$ cat config.mk
export PLATFORM = sky130hd
export DESIGN_NAME = bundle_framer
export DESIGN_NICKNAME = d
export VERILOG_FILES = /design/src/rtl/bundle_pkg.sv /design/src/rtl/bf_word_decode.sv /design/src/rtl/bf_imm_fold.sv /design/src/rtl/bundle_framer.sv
export SDC_FILE = /design/constraint.sdc
export NUM_CORES = 1
export LEC_CHECK = 0
export ABC_AREA = 1
export BUFFER_PORTS_ARGS = -buffer_cell sky130_fd_sc_hd__buf_2
export CAP_MARGIN = 20
export CORE_MARGIN = 2
export CORE_UTILIZATION = 53
export DETAILED_ROUTE_END_ITERATION = 12
export PLACE_DENSITY = 0.88
export SLEW_MARGIN = 20
export SYNTH_ARGS = -nofsm -noshare
export SYNTH_HDL_FRONTEND = slang
export SYNTH_HIERARCHICAL = 1
export SYNTH_SLANG_ARGS = --single-unit
$ cat constraint.sdc
create_clock -name clk -period 1.74 [get_ports clk]
set_input_delay 0.261 -clock clk [delete_from_list [all_inputs] [get_ports clk]]
set_output_delay 0.261 -clock clk [all_outputs]
set_load 0.02 [all_outputs]
$ cat src/rtl/bundle_pkg.sv
package bundle_pkg;
    localparam int WORD_W   = 32;
    localparam int SLOTS    = 4;
    localparam int EXT_BITS = 26;

    localparam logic [1:0] MARK_SPECIAL = 2'b00;
    localparam logic [1:0] MARK_MORE    = 2'b01;
    localparam logic [1:0] MARK_LOOP    = 2'b10;
    localparam logic [1:0] MARK_LAST    = 2'b11;

    typedef enum logic [1:0] {
        KIND_OP   = 2'd0,
        KIND_EXT  = 2'd1,
        KIND_DUAL = 2'd2
    } kind_e;
endpackage

$ cat src/rtl/bf_word_decode.sv
module bf_word_decode
    import bundle_pkg::*;
#(
    parameter int W       = WORD_W,
    parameter int MARK_LSB = 14,
    parameter int CLS_LSB  = 28,
    parameter int CLS_W    = 4
) (
    input  logic [W-1:0] word,
    output kind_e        kind,
    output logic         closes,
    output logic         loop_mark
);
    logic [1:0]       mark;
    logic [CLS_W-1:0] cls;

    always_comb begin
        mark      = word[MARK_LSB +: 2];
        cls       = word[CLS_LSB +: CLS_W];
        kind      = KIND_OP;
        closes    = 1'b0;
        loop_mark = 1'b0;
        unique case (mark)
            MARK_LAST: closes = 1'b1;
            MARK_LOOP: loop_mark = 1'b1;
            MARK_SPECIAL: begin
                if (cls == '0) begin
                    kind = KIND_EXT;
                end else begin
                    kind   = KIND_DUAL;
                    closes = 1'b1;
                end
            end
            default: ;
        endcase
    end
endmodule

$ cat src/rtl/bf_imm_fold.sv
module bf_imm_fold
    import bundle_pkg::*;
#(
    parameter int W     = WORD_W,
    parameter int HI_W  = EXT_BITS,
    localparam int LO_W = W - HI_W
) (
    input  logic [HI_W-1:0] ext_payload,
    input  logic [W-1:0]    word,
    output logic [W-1:0]    imm
);
    assign imm = {ext_payload, word[LO_W-1:0]};
endmodule

$ cat src/rtl/bundle_framer.sv
module bundle_framer
    import bundle_pkg::*;
#(
    parameter int W     = WORD_W,
    parameter int NSLOT = SLOTS,
    parameter int HI_W  = EXT_BITS,
    localparam int CNT_W = $clog2(NSLOT + 1)
) (
    input  logic                 clk,
    input  logic                 rst_n,
    input  logic                 in_valid,
    output logic                 in_ready,
    input  logic [W-1:0]         in_word,
    output logic                 out_valid,
    input  logic                 out_ready,
    output logic [NSLOT*W-1:0]   out_words,
    output logic [CNT_W-1:0]     out_count,
    output logic [NSLOT*2-1:0]   out_kind,
    output logic [NSLOT*W-1:0]   out_imm,
    output logic [NSLOT-1:0]     out_imm_vld,
    output logic                 out_loop_inner,
    output logic                 out_loop_outer,
    output logic                 err_malformed
);
    typedef struct packed {
        logic [NSLOT-1:0][W-1:0] words;
        logic [NSLOT-1:0][1:0]   kinds;
        logic [NSLOT-1:0][W-1:0] imm;
        logic [NSLOT-1:0]        imm_vld;
        logic [CNT_W-1:0]        cnt;
        logic                    inner;
        logic                    outer;
        logic                    carry_ext;
        logic [HI_W-1:0]         carry_bits;
        logic                    full;
        logic                    err;
    } frame_t;

    frame_t st_d, st_q;

    kind_e          w_kind;
    logic           w_closes;
    logic           w_loop;
    logic [W-1:0]   w_imm;
    logic           accept;
    logic           at_last;

    bf_word_decode #(.W(W)) u_dec (
        .word      (in_word),
        .kind      (w_kind),
        .closes    (w_closes),
        .loop_mark (w_loop)
    );

    bf_imm_fold #(.W(W), .HI_W(HI_W)) u_fold (
        .ext_payload (st_q.carry_bits),
        .word        (in_word),
        .imm         (w_imm)
    );

    always_comb begin
        st_d     = st_q;
        in_ready = !st_q.full;
        accept   = in_valid && !st_q.full;
        at_last  = (st_q.cnt == CNT_W'(NSLOT - 1));

        if (st_q.full && out_ready) begin
            st_d       = '0;
            st_d.err   = st_q.err;
        end

        if (accept) begin
            for (int i = 0; i < NSLOT; i++) begin
                if (st_q.cnt == CNT_W'(i)) begin
                    st_d.words[i] = in_word;
                    st_d.kinds[i] = w_kind;
                    if (st_q.carry_ext) begin
                        st_d.imm[i]     = w_imm;
                        st_d.imm_vld[i] = 1'b1;
                    end
                end
            end
            if (w_loop && st_q.cnt == CNT_W'(0)) st_d.inner = 1'b1;
            if (w_loop && st_q.cnt == CNT_W'(1)) st_d.outer = 1'b1;
            st_d.cnt = st_q.cnt + CNT_W'(1);
            if (w_closes || at_last) begin
                st_d.full       = 1'b1;
                st_d.carry_ext  = 1'b0;
                st_d.carry_bits = '0;
                if (!w_closes) st_d.err = 1'b1;
            end else begin
                st_d.carry_ext  = (w_kind == KIND_EXT);
                st_d.carry_bits = in_word[HI_W-1:0];
            end
        end
    end

    always_ff @(posedge clk or negedge rst_n) begin
        if (!rst_n) st_q <= '0;
        else        st_q <= st_d;
    end

    assign out_valid      = st_q.full;
    assign out_words      = st_q.words;
    assign out_count      = st_q.cnt;
    assign out_kind       = st_q.kinds;
    assign out_imm        = st_q.imm;
    assign out_imm_vld    = st_q.imm_vld;
    assign out_loop_inner = st_q.inner;
    assign out_loop_outer = st_q.outer;
    assign err_malformed  = st_q.err;
endmodule

==> summary.txt <==
STA
  • Final Cycle Share: 93.7%
  • Crit path time final: 1630 ps
  • Final Hold Viols: 0
  • RSZ-0062 raised after global routing: false
  • Worst slew margin: 71.8%
  • Final Max Slew Viols: 0
  • Final Skew: 20.7 ps
  • Worst-margin pin slew: 423 ps
  • Setup violations, final: 0
  • Post-route setup TNS: 0 ps
  • Max Freq: 613 MHz

Run
  • Max cap viols: 0

Placement
  • Port bufs: 311
  • Gpl congestion: 0.822
  • Hpwl dp: 24100 um

Worst setup path
  • CP top delay family: flip-flops
  • CP startpoint kind: flip-flop
  • Slowest-stage cell, CP: dfrtp_1
  • Crit Path Class: reg -> out
  • Worst path cell trace: inv_1 > buf_2
  • WP buf/inv: 2
  • CP max stage delay: 490 ps
  • CP Capture Type: primary output
  • CP max FO: 4
  • Worst path required time: 1480 ps
  • CP Data Arrival Time: 1370 ps

Final layout
  • Fill cell count: 2253
  • Share of layout cells above drive strength 1: 25.2%
  • Area grow syn2layout: 6.49%
  • Multi-input gate area: 0.00374 mm2
  • Seq. cell area: 0.00756 mm2
  • Final #Nets: 1685

Global routing
  • Largest net degree at the start of global routing: 77
  • First-pass GRT wire length: 55500 um
  • Remaining global-route overflow: 0
  • Number of global-route vias before repair: 10100
  • GRT Overall Usage: 24.3%
  • Initial antenna violation count: 3

Die
  • CORE AREA: 0.0270 mm2
  • Num ports: 312
  • Chip Height: 170 um
  • Row count: 60
  • Chip width: 170 um
  • Initial Util: 54.0%
  • Die area: 0.0289 mm2

CTS
  • CTS H-tree lvls: 1
  • Clock-pin slew on the worst setup and hold paths: 60 ps
  • TritonCTS clock tree: done
  • Clock buffer depth: 3
  • CTS root buf: clkbuf_16
  • Latest clock arrival within the worst-skew pair: 560 ps
  • CTS Buf Count: 31
  • Sink Count: 302

Power
  • Leak: 0.00885 uW
  • Power, Total: 23700 uW
  • Cell area power density: 1520 mW/mm2
  • VDD IR-drop max: 1.09 mV

Yosys
  • Synthesized cell area: 0.0146 mm2
  • Post-synth top area share: 51.8%
  • Synth warn: 6
  • Mean Syn Cell Area: 8.87 um2
  • Syn nets: 1691
  • Synth Instances: 1646
  • Post-synth top area cell: dfrtp_1
  • Seq/Total Area, Yosys: 51.8%
  • #FFs+latches synth: 302
  • Synth top area cells: dfrtp_1 (52%), buf_4 (16%), nand3_1 (9.0%)
  • Cell variety after synth: 20

Run status
  • Status: finished, final reports clean

Routing
  • DRT antenna net count: 0
  • Post-Route WL: 35800 um
  • Via density: 5.27
  • Routed wire per std cell: 17.8 um
  • Initial DRC count: 960
  • DRC viols: 0
  • Vias: 10600
  • DRT Pass-1 Iters: 8

Hold path
  • HP Class: in -> reg
## worst min-delay path, stage by stage
cell and delay (ps):
buf_2 70, inv_1 70, o21ai_1 130
## placed cells by master, fill, tap and decap left out, types with 3 or more instances in the layout
cell type,count
buf_12,21
buf_2,310
buf_4,16
clkbuf_1,7
clkbuf_16,31
clkbuf_8,8
clkinv_2,5
dfrtp_1,302
diode_2,3
dlygate4sd3_1,9
ha_1,9
inv_1,146
inv_2,3
nand2_1,272
nand2_2,3
nand2_4,4
nand3_1,260
nand3_2,4
nor2_1,37
o21ai_0,164
o21ai_1,36
## final timing paths
kind | startpoint | endpoint | slack, ps | depth (start not counted)
max in group asynchronous | rst_n | out_imm[53] | 830 | 3
worst max-delay path | out_valid | in_ready | 110 | 2
worst min-delay path | in_word[27] | out_words[91] | 30 | 3
worst min register to register | out_imm_vld[0] | out_imm_vld[0] | 490 | 2
min in group asynchronous | rst_n | out_words[1] | 180 | 2
worst max register to register | out_count[0] | st_q[2] | 130 | 6
## state kept, by name (all words and copies together) (netlist names)
signal,flops
err_malformed,1
out_imm_vld,4
out_loop_inner,1
out_words,128
out_kind,8
out_count,3
out_loop_outer,1
out_valid,1
st_q,27
out_imm,128
## per-stage QoR
stage	instance area [um2]	hold WS, ps	instances	setup WS (ps)	utilization [%]
floorplan	14600	-34.6	1646	227	-
detailed placement	14400	171	1937	75.0	53.2
finish	15500	29.2	2008	110	57.5
global placement	14400	169	1937	146	53.2
global route	15500	29.2	2008	6.74	57.5
CTS	15500	9.83	2003	23.8	57.3
## layer usage
metal	GRT usage [%]	vias up	wire length [um]
li1	-	4928	-
met2	38.6	479	16400
met5	0	-	0
met1	33.2	5101	15100
met4	7.58	0	1060
met3	6.09	80	3200
## cell usage after synthesis
master      n
nand3_1   261
inv_2       3
nand3_2     3
nand2_4     3
inv_1     146
buf_6       8
o21ai_1    36
nand2_1   274
ha_1        9
o22ai_1     2
nand2_2     2
nor2_1     40
buf_2      55
nor2_4      1
buf_4     304
a21oi_2     1
dfrtp_1   302
nand4_1     1
clkbuf_1   31
o21ai_0   164
## cells by family after synthesis
group / Yosys count / synth area share [%]
AO/OA/AOI/OAI: 203 / 7.00
flip-flops: 302 / 51.8
AND/OR/NAND/NOR: 585 / 17.7
adder cells (fa/ha/maj): 9 / 0.772
buffers and inverters: 547 / 22.8
## layout make-up
cell class	count	area share (%)
antenna	3	0.0483
clock buffer	46	5.87
clock inverter	11	0.757
inverter	149	3.60
multi-input combinational	797	24.1
sequential	302	48.6
tap	341	2.75
timing repair buffer	359	14.3
## power breakdown
part	leakage (uW)	internal (uW)	switching, uW	total (uW)
Clock	0.000505	3910	2780	6690
Sequential	0.00408	8690	1080	9760
Combinational	0.00426	2330	4870	7200
Total	0.00885	14900	8730	23700
## repair_timing
action,4_1_cts,5_1_grt
endpoints found under the setup margin,0,180
setup buffers,0,2
gates resized for setup,0,6
hold buffers,9,0
endpoints found under the hold margin,116,0
Note: power is estimated with default switching activity, not from simulation.
